==> config.mk <==
export PLATFORM = sky130hd
export DESIGN_NAME = pixel_source_sel
export DESIGN_NICKNAME = d
export VERILOG_FILES = /design/src/rtl/pxsel_pkg.sv /design/src/rtl/pxsel_stage.sv /design/src/rtl/pxsel_pal_hold.sv /design/src/rtl/pxsel_pack.sv /design/src/rtl/pixel_source_sel.sv
export SDC_FILE = /design/constraint.sdc
export NUM_CORES = 1
export LEC_CHECK = 0
export BUFFER_PORTS_ARGS = -buffer_cell sky130_fd_sc_hd__buf_4
export CORE_MARGIN = 1.5
export CORE_UTILIZATION = 41
export DETAILED_ROUTE_END_ITERATION = 6
export PLACE_DENSITY = 0.83
export SLEW_MARGIN = 5
export SYNTH_ARGS = -nofsm -noshare
export SYNTH_HDL_FRONTEND = slang
export SYNTH_HIERARCHICAL = 1
export SYNTH_SLANG_ARGS = --single-unit
==> constraint.sdc <==
create_clock -name clk -period 1.4 [get_ports clk]
set_input_delay 0.07 -clock clk [delete_from_list [all_inputs] [get_ports clk]]
set_output_delay 0.07 -clock clk [all_outputs]
set_load 0.005 [all_outputs]
==> src/rtl/pxsel_pkg.sv <==
package pxsel_pkg;

  localparam int unsigned COMP_W = 8;
  localparam logic [7:0]  DIRECT_TAG = 8'h03;

  typedef struct packed {
    logic [COMP_W-1:0] red;
    logic [COMP_W-1:0] green;
    logic [COMP_W-1:0] blue;
  } rgb_t;

  // Tag sits in the most significant byte of the control word.
  function automatic logic tag_is_direct(input logic [31:0] ctrl);
    return ctrl[31:24] == DIRECT_TAG;
  endfunction

  // Direct word is blue/green/red from bit 23 downward; top byte unused.
  function automatic rgb_t unpack_direct(input logic [31:0] word);
    rgb_t c;
    c.red   = word[7:0];
    c.green = word[15:8];
    c.blue  = word[23:16];
    return c;
  endfunction

  function automatic rgb_t unpack_palette(input logic [23:0] entry);
    rgb_t c;
    c.red   = entry[23:16];
    c.green = entry[15:8];
    c.blue  = entry[7:0];
    return c;
  endfunction

  function automatic logic [31:0] pack_pixel(input rgb_t c, input logic bgr);
    if (bgr) return {8'h00, c.blue, c.green, c.red};
    return {8'h00, c.red, c.green, c.blue};
  endfunction

endpackage

==> src/rtl/pxsel_stage.sv <==
module pxsel_stage
  import pxsel_pkg::*;
(
  input  logic        clk,
  input  logic        rst_n,
  input  logic        take,
  input  logic        drain,
  input  logic        take_direct,
  input  logic [31:0] take_word,
  output logic        st_valid,
  output logic        st_direct,
  output rgb_t        st_rgb,
  output logic        st_pal_fresh
);

  always_ff @(posedge clk or negedge rst_n) begin
    if (!rst_n) begin
      st_valid     <= 1'b0;
      st_direct    <= 1'b0;
      st_rgb       <= '0;
      st_pal_fresh <= 1'b0;
    end else begin
      st_pal_fresh <= take && !take_direct;
      if (take) begin
        st_valid  <= 1'b1;
        st_direct <= take_direct;
        st_rgb    <= unpack_direct(take_word);
      end else if (drain) begin
        st_valid <= 1'b0;
      end
    end
  end

endmodule

==> src/rtl/pxsel_pal_hold.sv <==
module pxsel_pal_hold
  import pxsel_pkg::*;
(
  input  logic        clk,
  input  logic        rst_n,
  input  logic        fresh,
  input  logic [23:0] pal_data,
  output rgb_t        pal_now
);

  rgb_t held;
  rgb_t live;

  assign live    = unpack_palette(pal_data);
  assign pal_now = fresh ? live : held;

  always_ff @(posedge clk or negedge rst_n) begin
    if (!rst_n)     held <= '0;
    else if (fresh) held <= live;
  end

  // A captured entry stays put until the next palette return.
  assert_held_stable_R6: assert property (@(posedge clk) disable iff (!rst_n)
    (!fresh && !$past(fresh)) |-> $stable(held));

endmodule

==> src/rtl/pxsel_pack.sv <==
module pxsel_pack
  import pxsel_pkg::*;
(
  input  logic        use_direct,
  input  rgb_t        direct_rgb,
  input  rgb_t        pal_rgb,
  input  logic        bgr,
  output logic [31:0] pixel
);

  rgb_t chosen;

  assign chosen = use_direct ? direct_rgb : pal_rgb;
  assign pixel  = pack_pixel(chosen, bgr);

endmodule

==> src/rtl/pixel_source_sel.sv <==
module pixel_source_sel
  import pxsel_pkg::*;
#(
  parameter int unsigned IDX_W = 8
) (
  input  logic             clk,
  input  logic             rst_n,
  input  logic             cfg_bgr,
  input  logic             in_valid,
  output logic             in_ready,
  input  logic [IDX_W-1:0] in_index,
  input  logic [31:0]      in_direct,
  input  logic [31:0]      in_ctrl,
  output logic             pal_rd_en,
  output logic [IDX_W-1:0] pal_rd_addr,
  input  logic [23:0]      pal_rd_data,
  output logic             out_valid,
  input  logic             out_ready,
  output logic [31:0]      out_pixel
);

  logic accept;
  logic pop;
  logic in_is_direct;
  logic st_valid;
  logic st_direct;
  logic st_fresh;
  rgb_t st_rgb;
  rgb_t pal_now;

  assign in_is_direct = tag_is_direct(in_ctrl);
  assign in_ready     = !st_valid || out_ready;
  assign accept       = in_valid && in_ready;
  assign pop          = st_valid && out_ready;
  assign pal_rd_en    = accept && !in_is_direct;
  assign pal_rd_addr  = in_index;
  assign out_valid    = st_valid;

  pxsel_stage u_stage (
    .clk          (clk),
    .rst_n        (rst_n),
    .take         (accept),
    .drain        (pop),
    .take_direct  (in_is_direct),
    .take_word    (in_direct),
    .st_valid     (st_valid),
    .st_direct    (st_direct),
    .st_rgb       (st_rgb),
    .st_pal_fresh (st_fresh)
  );

  pxsel_pal_hold u_hold (
    .clk      (clk),
    .rst_n    (rst_n),
    .fresh    (st_fresh),
    .pal_data (pal_rd_data),
    .pal_now  (pal_now)
  );

  pxsel_pack u_pack (
    .use_direct (st_direct),
    .direct_rgb (st_rgb),
    .pal_rgb    (pal_now),
    .bgr        (cfg_bgr),
    .pixel      (out_pixel)
  );

  assert_accept_emits_R5: assert property (@(posedge clk) disable iff (!rst_n)
    (in_valid && in_ready) |=> out_valid);

  assert_palette_slot_R3: assert property (@(posedge clk) disable iff (!rst_n)
    pal_rd_en |=> (out_valid && !st_direct && st_fresh));

  assert_stall_hold_R6: assert property (@(posedge clk) disable iff (!rst_n)
    (out_valid && !out_ready) |=>
      (out_valid && (out_pixel == $past(out_pixel) || cfg_bgr != $past(cfg_bgr))));

  assert_back_to_back_R7: assert property (@(posedge clk) disable iff (!rst_n)
    (out_valid && out_ready && in_valid) |=> out_valid);

  assert_top_zero_R4: assert property (@(posedge clk) disable iff (!rst_n)
    out_valid |-> (out_pixel[31:24] == 8'h00));

endmodule

# ---- Word level (Yosys, flattened, before mapping)
# Cells that the tools add are included.
dict set report op_classes {
  eq_ne 1
  n_mux 7
  reduce_logical 7
}
# cell count
set ops {}
lappend ops {{$mux W32} 2}
lappend ops {{$mux W24} 2}
lappend ops {{$eq A8 B2 Y1 const B} 1}
lappend ops {{$logic_and A1 B1 Y1} 3}
lappend ops {{$mux W1} 3}
lappend ops {{$logic_not A1 Y1} 2}
lappend ops {{$reduce_bool A2 Y1} 1}
lappend ops {{$logic_or A1 B1 Y1} 1}
dict set report word_totals {
  out_inout_bits 43
  ff_bits 51
  wordCells 24
  input_bits 101
}

# ---- Depth between registers and ports, before layout
dict set report logic_depth {
  word_depth 4
  mapped_depth 5
  mapped_depth_nobuf 3
}

# ---- Cells and area by module
# The synthesis kept the hierarchy.
# module area_per_inst_um2 cells_each n_inst seq_area_each_um2
set by_module_without_submodules {}
lappend by_module_without_submodules {pxsel_stage 1088.5 58 1 675.6}
lappend by_module_without_submodules {pxsel_pal_hold 997.2 51 1 600.6}
lappend by_module_without_submodules {pxsel_pack 574.3 38 1 0.0}
lappend by_module_without_submodules {pixel_source_sel 115.1 16 1 0.0}

# ---- Least setup slack after synthesis
# Ideal clock, no wire load.
dict set report synth_timing {
  path_type {register to output}
  from {register u_stage.st_pal_fresh}
  to {output port out_pixel[0]}
  n_path_buf 2
  t_required_ns 1.330
  stages_incl_launch_ff 5
  t_arrival_ns 1.421
  slack_ns -0.091
  path_cell_list {dfrtp_1 > buf_6 > buf_12 > mux2_4 > mux4_1}
}
# element line
set synth_lines {}
lappend synth_lines {{from (decl)} pxsel_stage.sv:13} ;# output logic st_pal_fresh
lappend synth_lines {{from (signal assigned)} pxsel_stage.sv:23} ;# st_pal_fresh <= take && !take_direct;
lappend synth_lines {{to (decl)} pixel_source_sel.sv:19} ;# output logic [31:0] out_pixel

==> out/metrics.csv <==
metric,value,unit
vias in the first global route,1903,
MaxCap Viol Count,0,
grt total ovfl,0,
total number of vias,1798,
CTS tree,done,
status,"finished, violations left",
IO Port Bufs,87,
highest-delay cell along the critical path,mux4_2,
cell row count,29,
Mapped Area,2775,um2
Final Util,60.98,%
delay of the slowest cell on the worst path,0.47,ns
setup ws final,-0.5314,ns
Final Max Slew Viols,0,
Power Total,4.500,mW
# diodes,0,
Crit Path Category,flop to output pin,
storage element area,1277,um2
peak supply drop,0.5469,mV
Layout area overhead,41.93,%
Nets,377,
Pre-antenna DRT Iters,6,
largest net degree at the start of global routing,52,
Leakage Power,1.844,nW
Via density,5.079,
PD cells,1142,nW/um2
period utilisation layout,138.0,%
unrepaired setup endpoints after global routing,true,
Final Skew,0.004206,ns
Setup crit start kind,flop,
initial drt markers,68,
Yosys Warn Count,6,
die area,7271,um2
Clock H-tree levels,2,
Final Wtd Congestion,0.7087,
Max Freq,517.8,MHz
Post-Syn Instances,163,
most frequent cells in the layout,"buf_4, dfrtp_1, mux2_4, dlygate4sd3_1, buf_6",
WL/cell,16.97,um
Yosys reg bits,51,
Num CTS Buffers,5,
Post-Syn Area per Cell,17.03,um2
measured slew at the worst slew-check pin,0.6288,ns
Clock Sinks,51,
initial antenna violation count,0,
worst-skew pair later-pin latency,0.30,ns
critical path arrival,1.86,ns
share of cells above drive strength 1,67.15,%
GRT Resource Usage Total,16.68,%
CP max FO,5,
"commonest non-fill, non-tap cell in the layout",buf_4,
Hold/Removal Path Class,input port to flop,
Hold Fails Final Rpt,0,
WL final,6006,um
Setup Viol. Count Final,24,
Tmin final,1.931,ns
die height,85.27,um
Core Area,6459,um2
count of hold-fix buffers inserted at cts,25,
area of the multi-input gates,1279,um2
Initial Utilization,42.97,%
failing checks,"DRC, setup timing",
clock buffer depth,2,
CTS root buffer,clkbuf_8,
hpwl dp,4043,um
final instance area,3939,um2
first-pass GRT wire length,9335,um
Critical Path End Type,output pin,
critical path's top delay family,multiplexers,
"antenna viol nets, final",0,
die width,85.27,um
"Buf+Inv Stages, Crit Path",2,
fill count,509,
Required @ worst endpoint,1.33,ns
area of placed instances,3387,um2
register area share after synthesis,45.99,%
detailed-route DRC error count,8,
Worst slew margin,58.08,%
count of cell types in the netlist,21,
Top-Level Pins,144,
Clock Pin Slew Worst Setup and Hold Paths,0.09,ns
WHS,0.005197,ns
"Cell Chain, Critical Path","clkbuf_16, mux2_4, mux4_2, buf_6",
==> per-layer routing <==
layer / track usage [%] / share of wire [%] / up-vias
met3: 4.864 / 5.7 / 7
li1: - / - / 799
met4: 4.399 / 0.92 / 0
met2: 28.21 / 51 / 60
met1: 21.09 / 42 / 932
met5: 0 / 0 / -
==> synth_stat cells (all sizes together) <==
master / number / area share, %
a21o: 1 / 0.27
and2: 2 / 0.45
buf: 27 / 9.7
conb: 1 / 0.14
dfrtp: 51 / 46
inv: 1 / 0.14
mux2: 57 / 28
mux4: 16 / 13
nand2: 1 / 0.14
nand2b: 1 / 0.23
nor2b: 1 / 0.23
nor3: 1 / 0.18
o311a: 1 / 0.36
or2: 1 / 0.23
or4: 1 / 0.41
==> logic make-up (layout without fill, tap and decap cells) <==
family	Yosys count	after routing	synth area share (%)
mux	73	73	41.52
flops	51	51	45.99
buf+inv	28	135	9.874
simple gates	8	8	1.849
compound gates	2	2	0.6313
other cells	1	8	0.1351
==> final timing paths <==
check                           cells past startpoint                      startpoint  slack [ns]                              to
min in group asynchronous                           2                           rst_n        0.33        u_hold/held[6]$_DFF_PN0_
worst min-delay path                                2                 pal_rd_data[13]       0.005       u_hold/held[13]$_DFF_PN0_
worst min register to register                      1       u_hold/held[13]$_DFF_PN0_        0.50       u_hold/held[13]$_DFF_PN0_
worst max-delay path                                4  u_stage/st_pal_fresh$_DFF_PN0_       -0.53                    out_pixel[6]
worst max register to register                      4    u_stage/st_valid$_DFFE_PN0P_        0.06   u_stage/st_rgb[2]$_DFFE_PN0P_
max in group asynchronous                           2                           rst_n        0.62  u_stage/st_pal_fresh$_DFF_PN0_
==> report_power, final <==
| part | switching (mW) | internal, mW | total, mW |
|---|---|---|---|
| Combinational | 0.468 | 1.07 | 1.54 |
| Clock | 0.490 | 0.579 | 1.07 |
| Sequential | 0.149 | 1.75 | 1.90 |
| Total | 1.11 | 3.39 | 4.50 |
==> layout make-up <==
| class | count | share of cell area [%] |
|---|---|---|
| multi-input cells | 91 | 32.47 |
| inverters | 1 | 0.09530 |
| clock buffers | 6 | 2.097 |
| well taps | 77 | 2.446 |
| flip-flops and latches | 51 | 32.43 |
| repair buffers | 126 | 29.57 |
| clock inverters | 2 | 0.8895 |
==> stage by stage <==
| step | cells | setup WS (ns) | TNS, ns |
|---|---|---|---|
| after floorplan | 170 | -0.05562 | -0.8684 |
| after global placement | 317 | -0.1759 | -3.018 |
| after detailed placement | 317 | -0.2149 | -3.555 |
| after CTS | 350 | -0.5335 | -11.13 |
| after global routing | 354 | -0.5868 | -12.95 |
| final | 354 | -0.5314 | -11.62 |
==> worst register-to-register path: stages (launching register included) <==
cell and delay (ns):
dfrtp_1 0.39, nand2b_1 0.11, and2_2 0.22, buf_4 0.20, mux2_4 0.31
==> registers in the layout, indices dropped and copies added (netlist names) <==
register              flops
u_hold/held              24
u_stage/st_valid          1
u_stage/st_direct         1
u_stage/st_rgb           24
u_stage/st_pal_fresh      1
==> what timing repair did <==
item	4_1_cts	5_1_grt
cloned	0	1
setup endpoints to repair	24	24
resized for setup	8	29
buffers inserted	0	4
endpoints found under the hold margin	80	5
Note: power is estimated with default switching activity, not from simulation.
